===== src/rtl/xbus_pkg.sv =====
package xbus_pkg;

  typedef enum logic [1:0] {
    K_FETCH = 2'd0,
    K_READ  = 2'd1,
    K_WRITE = 2'd2,
    K_READ2 = 2'd3
  } kind_e;

  // control register, msb first; field positions are decoded below
  typedef struct packed {
    logic       hold;
    logic       ovl;
    logic       wr_long;
    logic [1:0] wr_tgt;
    logic       rd_long;
    logic [1:0] rd_tgt;
  } ctl_t;

  localparam logic [1:0] TGT_RAM = 2'd0;
  localparam logic [1:0] TGT_CS1 = 2'd1;

  function automatic logic [1:0] pick_target(kind_e k, logic [15:0] a, ctl_t c,
                                             int unsigned ovl_bytes);
    case (k)
      K_FETCH: return (c.ovl && (32'(a) < ovl_bytes)) ? TGT_RAM : TGT_CS1;
      K_WRITE: return c.wr_tgt;
      default: return c.rd_tgt;
    endcase
  endfunction

  function automatic logic want_long(kind_e k, ctl_t c);
    case (k)
      K_FETCH: return 1'b0;
      K_WRITE: return c.wr_long;
      default: return c.rd_long;
    endcase
  endfunction

endpackage


===== src/rtl/xbus_cfg_reg.sv =====
module xbus_cfg_reg
  import xbus_pkg::*;
#(
  parameter logic [7:0] REG_ADDR = 8'hFA
) (
  input  logic       clk,
  input  logic       rst_n,
  input  logic       wr_en,
  input  logic [7:0] addr,
  input  logic [7:0] wdata,
  output logic [7:0] rdata,
  output ctl_t       ctl
);
  logic hit;
  assign hit = (addr == REG_ADDR);

  always_ff @(posedge clk or negedge rst_n) begin
    if (!rst_n)            ctl <= '0;
    else if (wr_en && hit) ctl <= ctl_t'(wdata);
  end

  assign rdata = hit ? 8'(ctl) : 8'h00;

  a_r2_foreign_write_ignored: assert property (@(posedge clk) disable iff (!rst_n)
    (wr_en && !hit) |=> $stable(ctl));
endmodule


===== src/rtl/xbus_route.sv =====
module xbus_route
  import xbus_pkg::*;
#(
  parameter int unsigned OVL_BYTES = 8192
) (
  input  kind_e       kind,
  input  logic [15:0] addr,
  input  ctl_t        ctl,
  output logic [1:0]  tgt,
  output logic        stretch
);
  assign tgt     = pick_target(kind, addr, ctl, OVL_BYTES);
  assign stretch = want_long(kind, ctl);
endmodule


===== src/rtl/xbus_seq.sv =====
module xbus_seq #(
  parameter int BASE_LEN  = 2,
  parameter int EXTRA_LEN = 2
) (
  input  logic       clk,
  input  logic       rst_n,
  input  logic       start,
  input  logic [1:0] tgt,
  input  logic       stretch,
  input  logic       mux,
  output logic       idle,
  output logic       ram_ph,
  output logic       ale_ph,
  output logic       strb_ph,
  output logic       strb_last,
  output logic       done_ph
);
  localparam int LONG_LEN = BASE_LEN + EXTRA_LEN;
  localparam int CW       = $clog2(LONG_LEN + 1);

  typedef enum logic [2:0] {S_IDLE, S_RAM, S_ALE, S_STRB, S_DONE} st_e;
  st_e           st;
  logic [CW-1:0] cnt, len_q;

  always_ff @(posedge clk or negedge rst_n) begin
    if (!rst_n) begin
      st    <= S_IDLE;
      cnt   <= '0;
      len_q <= '0;
    end else begin
      case (st)
        S_IDLE: if (start) begin
          cnt   <= '0;
          len_q <= stretch ? CW'(LONG_LEN) : CW'(BASE_LEN);
          if (tgt == 2'd0) st <= S_RAM;
          else             st <= mux ? S_ALE : S_STRB;
        end
        S_RAM:  st <= S_DONE;
        S_ALE:  st <= S_STRB;
        S_STRB: begin
          cnt <= cnt + 1'b1;
          if (strb_last) st <= S_DONE;
        end
        default: st <= S_IDLE;
      endcase
    end
  end

  assign idle      = (st == S_IDLE);
  assign ram_ph    = (st == S_RAM);
  assign ale_ph    = (st == S_ALE);
  assign strb_ph   = (st == S_STRB);
  assign done_ph   = (st == S_DONE);
  assign strb_last = strb_ph && (cnt == len_q - 1'b1);

  // checker: length of each strobe run, counted independently of cnt
  logic [CW:0] run;
  always_ff @(posedge clk or negedge rst_n) begin
    if (!rst_n)       run <= '0;
    else if (strb_ph) run <= run + 1'b1;
    else              run <= '0;
  end

  a_r6_strobe_run_len: assert property (@(posedge clk) disable iff (!rst_n)
    $fell(strb_ph) |-> (run == (CW+1)'(BASE_LEN) || run == (CW+1)'(LONG_LEN)));
  a_r10_ale_then_strobe: assert property (@(posedge clk) disable iff (!rst_n)
    ale_ph |=> strb_ph);
  a_r12_done_returns_idle: assert property (@(posedge clk) disable iff (!rst_n)
    done_ph |=> idle);
endmodule


===== src/rtl/xbus_ctrl.sv =====
module xbus_ctrl
  import xbus_pkg::*;
#(
  parameter int         RAM_AW    = 13,
  parameter logic [7:0] CFG_ADDR  = 8'hFA,
  parameter int         BASE_LEN  = 2,
  parameter int         EXTRA_LEN = 2
) (
  input  logic              clk,
  input  logic              rst_n,
  input  logic              mux_sel,
  input  logic              sfr_we,
  input  logic [7:0]        sfr_addr,
  input  logic [7:0]        sfr_wdata,
  output logic [7:0]        sfr_rdata,
  input  logic              req_valid,
  input  logic [1:0]        req_kind,
  input  logic [15:0]       req_addr,
  input  logic [7:0]        req_wdata,
  output logic              req_ready,
  output logic [7:0]        req_rdata,
  output logic              ram_en,
  output logic              ram_we,
  output logic [RAM_AW-1:0] ram_addr,
  output logic [7:0]        ram_wdata,
  input  logic [7:0]        ram_rdata,
  output logic [2:0]        cs_n,
  output logic              oe_n,
  output logic              we_n,
  output logic [7:0]        a_hi_o,
  output logic [7:0]        a_lo_o,
  output logic              a_lo_oe,
  input  logic [7:0]        a_lo_i,
  output logic [7:0]        d_o,
  output logic [7:0]        d_oe,
  input  logic [7:0]        d_i,
  output logic              keep_a_lo,
  output logic              keep_d
);
  localparam int unsigned OVL_BYTES = 1 << RAM_AW;

  ctl_t       ctl;
  logic [1:0] dec_tgt;
  logic       dec_long;
  logic       idle, ram_ph, ale_ph, strb_ph, strb_last, done_ph, start;

  logic [15:0] lat_addr;
  logic [7:0]  lat_wdata, rd_q;
  logic [1:0]  lat_tgt;
  logic        lat_wr;

  xbus_cfg_reg #(.REG_ADDR(CFG_ADDR)) u_cfg (
    .clk(clk), .rst_n(rst_n), .wr_en(sfr_we), .addr(sfr_addr),
    .wdata(sfr_wdata), .rdata(sfr_rdata), .ctl(ctl));

  xbus_route #(.OVL_BYTES(OVL_BYTES)) u_route (
    .kind(kind_e'(req_kind)), .addr(req_addr), .ctl(ctl),
    .tgt(dec_tgt), .stretch(dec_long));

  assign start = req_valid && idle;

  xbus_seq #(.BASE_LEN(BASE_LEN), .EXTRA_LEN(EXTRA_LEN)) u_seq (
    .clk(clk), .rst_n(rst_n), .start(start), .tgt(dec_tgt),
    .stretch(dec_long), .mux(mux_sel), .idle(idle), .ram_ph(ram_ph),
    .ale_ph(ale_ph), .strb_ph(strb_ph), .strb_last(strb_last),
    .done_ph(done_ph));

  // request capture and read-data return
  always_ff @(posedge clk or negedge rst_n) begin
    if (!rst_n) begin
      lat_addr  <= '0;
      lat_wdata <= '0;
      lat_tgt   <= '0;
      lat_wr    <= 1'b0;
      rd_q      <= '0;
    end else begin
      if (start) begin
        lat_addr  <= req_addr;
        lat_wdata <= req_wdata;
        lat_tgt   <= dec_tgt;
        lat_wr    <= (kind_e'(req_kind) == K_WRITE);
      end
      if (ram_ph && !lat_wr)                rd_q <= ram_rdata;
      else if (strb_last && !lat_wr)        rd_q <= mux_sel ? a_lo_i : d_i;
    end
  end

  assign req_ready = done_ph;
  assign req_rdata = rd_q;

  assign ram_en    = ram_ph;
  assign ram_we    = ram_ph && lat_wr;
  assign ram_addr  = lat_addr[RAM_AW-1:0];
  assign ram_wdata = lat_wdata;

  // chip selects, one per off-chip region
  logic bus_busy;
  assign bus_busy = ale_ph || strb_ph;
  for (genvar gi = 0; gi < 3; gi++) begin : g_cs
    assign cs_n[gi] = !(bus_busy && (lat_tgt == 2'(gi + 1)));
  end

  assign oe_n   = !(strb_ph && !lat_wr);
  assign we_n   = !(strb_ph && lat_wr);
  assign a_hi_o = lat_addr[15:8];

  logic wr_drive;
  assign wr_drive = strb_ph && lat_wr;

  always_comb begin
    if (mux_sel) begin
      a_lo_o  = ale_ph ? lat_addr[7:0] : lat_wdata;
      a_lo_oe = ale_ph || wr_drive;
      d_o     = {ale_ph, 7'b0};
      d_oe    = 8'h80;
    end else begin
      a_lo_o  = lat_addr[7:0];
      a_lo_oe = 1'b1;
      d_o     = lat_wdata;
      d_oe    = {8{wr_drive}};
    end
  end

  assign keep_a_lo = ctl.hold && mux_sel;
  assign keep_d    = ctl.hold && !mux_sel;

  a_r7_one_select: assert property (@(posedge clk) disable iff (!rst_n)
    $onehot0(~cs_n));
  a_r7_strobes_exclusive: assert property (@(posedge clk) disable iff (!rst_n)
    !(!oe_n && !we_n));
  a_r7_strobe_has_select: assert property (@(posedge clk) disable iff (!rst_n)
    (!oe_n || !we_n) |-> (cs_n != 3'b111));
  a_r8_ram_quiet: assert property (@(posedge clk) disable iff (!rst_n)
    ram_en |-> (cs_n == 3'b111 && oe_n && we_n && (mux_sel ? !a_lo_oe : d_oe == 8'h00)));
  a_r9_no_latch_pulse: assert property (@(posedge clk) disable iff (!rst_n)
    !mux_sel |-> !ale_ph);
  a_r11_latch_only_offchip: assert property (@(posedge clk) disable iff (!rst_n)
    ale_ph |-> (cs_n != 3'b111 && a_lo_oe));
  a_r12_ready_pulse: assert property (@(posedge clk) disable iff (!rst_n)
    req_ready |=> !req_ready);
endmodule


===== config.mk =====
export PLATFORM = sky130hd
export DESIGN_NAME = xbus_ctrl
export DESIGN_NICKNAME = d
export VERILOG_FILES = /design/src/rtl/xbus_pkg.sv /design/src/rtl/xbus_cfg_reg.sv /design/src/rtl/xbus_route.sv /design/src/rtl/xbus_seq.sv /design/src/rtl/xbus_ctrl.sv
export SDC_FILE = /design/constraint.sdc
export NUM_CORES = 1
export LEC_CHECK = 0
export ABC_AREA = 1
export BUFFER_PORTS_ARGS = -buffer_cell sky130_fd_sc_hd__buf_2
export CAP_MARGIN = 5
export CORE_AREA = 5 5 106 108
export CTS_CLUSTER_DIAMETER = 40
export DETAILED_ROUTE_END_ITERATION = 7
export DIE_AREA = 0 0 111 113
export PLACE_DENSITY = 0.55
export SYNTH_ARGS = -nofsm -noshare
export SYNTH_HDL_FRONTEND = slang
export SYNTH_SLANG_ARGS = --single-unit
export TNS_END_PERCENT = 20

===== constraint.sdc =====
create_clock -name clk -period 1.7 [get_ports clk]
set_input_delay 0.17 -clock clk [delete_from_list [all_inputs] [get_ports clk]]
set_output_delay 0.17 -clock clk [all_outputs]
set_load 0.005 [all_outputs]

## Yosys cells after proc, flatten, opt, wreduce, memory -nomap -nowiden

Cells that the tools add are included.

- Bits in registers: 52
- Input port bits: 71
- Output and inout port bits: 80
- Word-level logic and storage cells: 80

- Add/sub/neg operators: 2
- Magnitude comparators: 1
- Equal/unequal tests: 12
- Muxes and demuxes: 20
- Reduce and logical (&&, ||, !) cells: 31

Operators with widths:

| cell | number |
|---|---|
| two-way mux 8 bit | 8 |
| less-than comparator 16 x 14 -> 1 bit, second input constant | 1 |
| two-way mux 3 bit | 5 |
| logical AND 1 bit | 14 |
| one-hot mux 3 bit (4 select lines) | 1 |
| equality test 8 bit, second input constant | 1 |
| zero test 1 bit | 7 |
| equality test 2 bit, second input constant | 3 |
| equality test 3 x 2 -> 1 bit, second input constant | 2 |
| one-hot mux 3 bit (2 select lines) | 1 |
| AND reduction 2 bit | 3 |
| zero test 2 bit | 2 |
| inequality test 2 x 1 -> 1 bit, second input constant | 2 |
| one-hot mux 2 bit (2 select lines) | 1 |
| nonzero test 2 bit | 2 |
| adder 3 x 1 -> 3 bit, second input constant | 1 |
| equality test 3 x 1 -> 1 bit, second input constant | 1 |
| equality test 3 bit | 1 |
| equality test 3 bit, second input constant | 1 |
| zero test 3 bit | 1 |
| two-way mux 1 bit | 3 |
| subtractor 3 x 1 -> 3 bit, second input constant | 1 |
| equality test 2 x 1 -> 1 bit, second input constant | 1 |
| logical OR 1 bit | 2 |
| one-hot mux 1 bit (2 select lines) | 1 |

## Logic depth before layout (Yosys ltp)

- Depth in word-level cells: 8
- Gate-level depth with buffers: 10
- Mapped depth without buffers: 10

## Modules after synthesis

From an unflattened synthesis, not the netlist that was laid out.

- Cells, all modules: 383
- Area total of the unflattened synthesis: 2901.5 µm²

By module, submodules not included:

| module | times used | cells an instance | area each (µm²) | seq. area each (µm²) |
|---|---|---|---|---|
| xbus_ctrl | 1 | 249 | 1894.3 | 875.8 |
| xbus_cfg_reg | 1 | 61 | 476.7 | 200.2 |
| xbus_seq | 1 | 58 | 469.2 | 200.2 |
| xbus_route | 1 | 15 | 61.3 | 0.0 |

## Worst setup path before layout

OpenSTA, ideal clock, no wires.

- Path type: register to output
- Start: register u_seq.st[2]
- End: output d_oe[1]
- Data arrival time: 1.294 ns
- Data required time: 1.530 ns
- Setup slack: 0.236 ns
- Stages on the path, launching flop included: 7
- Path buffers: 1
- Cell sequence: dfrtp_1 inv_1 nand2_2 nor2_4 nand2_1 nor2_1 buf_4

- Cells in the longest elaborated chain, start to end: 3

RTL lines:

| item | RTL line | RTL |
|---|---|---|
| from (decl) | xbus_seq.sv:22 | `st_e st;` |
| from (signal assigned) | xbus_seq.sv:36 | `else st <= mux ? S_ALE : S_STRB;` |
| equality test 3 x 2 -> 1 bit | xbus_seq.sv:52 | `assign strb_ph = (st == S_STRB);` |
| logical AND 1 bit | xbus_ctrl.sv:108 | `assign wr_drive = strb_ph && lat_wr;` |
| two-way mux 8 bit | xbus_ctrl.sv:111 | `if (mux_sel) begin` |
| to (decl) | xbus_ctrl.sv:35 | `output logic [7:0] d_oe,` |

No other way between the ends.

## Worst setup path in the final report

- Start: register u_seq.st[2]
- End: output d_oe[2]

Same word-level chain as after synthesis.

==> results.txt <==
The flow ran to the end, and the final reports show no timing, DRC or antenna violations. The average footprint of a synthesized cell is 7.25 um2. The post-route cell area came out at 3690 um2. After detailed routing, the number of remaining DRC violations is 0. VDD sags by at most 514 uV. The total number of nets in the final design is a little under 600. The number of nets in the synthesized netlist came out at ~440. The type of destination of the critical path is an output port. The total of fill cells in the finished design came out at between 1,000 and 1,500. The part of the cycle the worst path needs came out at 0.981.

The critical path in this run is classified as reg -> out. In this run the remaining antenna-violating nets after routing total 0. The number of violations of the max-capacitance limit came out at 0.

The die covers 12,500 um2. The critical path data arrival time came out at 1500 ps. The tightest hold path in the finished design has a slack of 61.0 ps.

Counting tap cells, the placed design contains a total of 635 instances. The power per unit of standard cell area came out at 1410 nW/um2. The maximum operating frequency came out at around 600 MHz. The total count of hold-check failures in the final report came out at 0.

The worst hold path begins at req_addr[9]. The x dimension of the die is 111 um. Summed over all layers, the routed wires come to 8520 um. The clock tree from TritonCTS is built. The sink count of the clock tree is 51.

Leaving out filler cells and counting taps, the final layout contains 647. The worst reg-to-reg setup slack came out at approximately 90 ps. The final setup violation count is 0. The launch instance of the worst register-to-register path is u_seq.st[2]$_DFFE_PN0P_. The repair_antennas step left the layout with diodes totalling 0. Of all nets on the critical path, the largest fanout is 7. The total of flip-flops plus latches after synthesis is 51.

The number of antenna violations at the first check in global routing is 0. Summed over all layers, the global routing overflow is 0. The maximum buffer depth of the clock tree came out at 2. The number of unique standard cell types used by synthesis is 26. The layout cell share with drive strength beyond 1 is 0.362.

The area of the core is 10,100 um2. After the first detailed-routing iteration, the DRC count stood at 215. The relative slew slack came out at 0.610. The largest net degree at the start of global routing came out at 36.

The actual transition at the worst max-transition pin is 585 ps. 151 I/O pins were placed. The die span in y is 113 um. The port buffer count is 150. The count of vias placed by the detailed router is 2,801.

The total number of H-tree levels came out at 2. The number of max-slew violations in the final report came to 0. The HPWL after detailed placement is 6630 um. The worst hold path terminates at lat_addr[9]$_DFFE_PN0P_. The number of warning messages in the yosys log came out at 0.

The via count of the first global-routing pass is 2,782. The path class of the lowest-slack min-delay path is in -> reg. The average wire per cell in the routed design came out at between 10 and 15 um.

The number of cells on the worst hold path is 3. The path depth of the worst reg2reg path is 8. The length of the first detailed-routing pass in iterations is 5.

By area the synthesized netlist is led by dfrtp_1, nand2_1, inv_1, o21ai_0, nor2_1. The share of the yosys chip area belonging to registers came out at 0.482. The instance area after placement is 3520 um2. The area share of the largest cell type after synthesis came out at 0.482. The clock latency at the later pin of the worst-skew pair came out at 300 ps.

Using the TritonRoute via totals, the vias-per-cell ratio works out to 4.33. The number of rows created at floorplan came out at 37. Setup repair after global routing could not meet its margin everywhere.

Of all cell types, the one taking the most synthesized area is dfrtp_1. The total routing usage reported by global routing came out at 0.132. TritonCTS created 5 clock buffers. STA classifies the critical path startpoint as a flop. The initial cell density of the core is 0.261. The data required time of the critical path came out at approximately 1500 ps. Between clock sinks in the finished design, the worst skew comes to 6.07 ps. The post-synthesis instance area is 2650 um2. The CTS clock-pin slew for the worst setup and hold paths came out at 90 ps. The final weighted congestion of routability-driven global placement came out at about 0.83. The area overhead of the layout relative to synthesis came out at 39.5%. The count of mapped cells out of synthesis came out at 365. In this run the static leakage power is 2.11 nW.

The endpoint of the lowest-slack register-to-register path is req_rdata[1]$_DFFE_PN0P_. The first global-routing pass estimated approximately 14,000 um of wire. The clock tree root driver cell is clkbuf_8. The worst path in the final design needs a cycle of 1670 ps, including I/O delays and setup.
## cell usage in the layout (no fill, tap or decap), types with 2 or more instances in the layout
cell type	Yosys	final
buf_2	5	149
nand2_1	142	138
dfrtp_1	51	50
inv_1	39	36
nor2_1	34	33
o21ai_0	28	24
nand3_1	16	16
a31oi_1	8	8
buf_4	11	8
nand2_2	3	6
inv_2	2	5
clkbuf_8	0	5
o21ai_1	0	4
a21oi_1	5	4
nor3_1	3	3
buf_12	0	3
nor2_4	1	2
nand2_4	1	2
o22ai_1	2	2
## cell families (layout without fill, tap and decap cells)
kind of cell             after synthesis  after routing  synth area share
buffers and inverters                 65            211             0.113
adder cells (fa/ha/maj)                1              1           0.00473
AND/OR/NAND/NOR                      203            203             0.308
AO/OA/AOI/OAI                         44             44            0.0888
XOR/XNOR                               1              1           0.00331
flip-flops                            51             51             0.482
## per-layer routing
layer	global-route usage	share of wire
met5	0	0
met4	0.0320	0.0085
met3	0.0406	0.092
met2	0.218	0.46
met1	0.169	0.44
## layout make-up
type                            instances  area [um2]  share of cell area
Multi-Input combinational cell        249        1100               0.297
Tap cell                              136         170              0.0461
Timing Repair Buffer                  162         887               0.240
Clock buffer                            6        72.6              0.0196
Sequential cell                        51        1280               0.346
Clock inverter                          1        30.0             0.00813
Inverter                               42         158              0.0427
## power by group
group	internal, mW	switching (mW)
clock network	0.433	0.403
registers	1.69	0.340
logic	1.01	1.32
total	3.13	2.06
## worst max-delay path: stages, from the launching register on
cell and delay, ps:
dfrtp_1 420, inv_2 80, nand2_2 90, nor2_4 210
nand2_4 100, nor2_4 170, buf_2 140
## cell usage after synthesis, drive strengths merged
cell	count
a21oi	5
a31oi	8
buf	18
clkbuf	5
clkinv	1
dfrtp	51
ha	1
inv	41
nand2	146
nand3	16
nor2	36
nor3	3
nor4	1
o21ai	28
o21bai	1
o22ai	2
or2	1
xnor2	1
## registers in the layout (all words and copies together) (netlist names)
name and cells:
u_seq.st 3, u_seq.len_q 2, ram_wdata 8, lat_wr 1, req_rdata 8, u_seq.cnt 3
lat_tgt 2, lat_addr 16, u_cfg.ctl 8
## through the flow
step	total power [mW]	util	setup TNS, ps	worst slack (ps)
finish	5.19	0.364	0	32.7
global route	5.67	0.364	-591	-72.6
CTS	5.23	0.360	0	6.23
detailed placement	4.34	0.347	0	110
global placement	4.28	0.347	0	204
floorplan	3.31	-	0	236
## worst max-delay path by stage
stage                                        from                       end  slack [ps]
after floorplan           u_seq.st[2]$_DFFE_PN0P_                   d_oe[1]         240
after global placement    u_seq.st[2]$_DFFE_PN0P_  req_rdata[1]$_DFFE_PN0P_         200
after detailed placement  u_seq.st[2]$_DFFE_PN0P_  req_rdata[1]$_DFFE_PN0P_         110
after CTS                 u_seq.st[2]$_DFFE_PN0P_                   cs_n[1]           6
after global routing      u_seq.st[2]$_DFFE_PN0P_                   d_oe[2]         -70
final                     u_seq.st[2]$_DFFE_PN0P_                   d_oe[2]          30
## timing repair
action | 4_1_cts | 5_1_grt
setup buffers | 1 | 3
setup endpoints to repair | 17 | 25
gates resized for setup | 5 | 12
pin swaps | 0 | 4
hold buffers | 1 | 0
endpoints found under the hold margin | 21 | 0
Note: power is estimated with default switching activity, not from simulation.
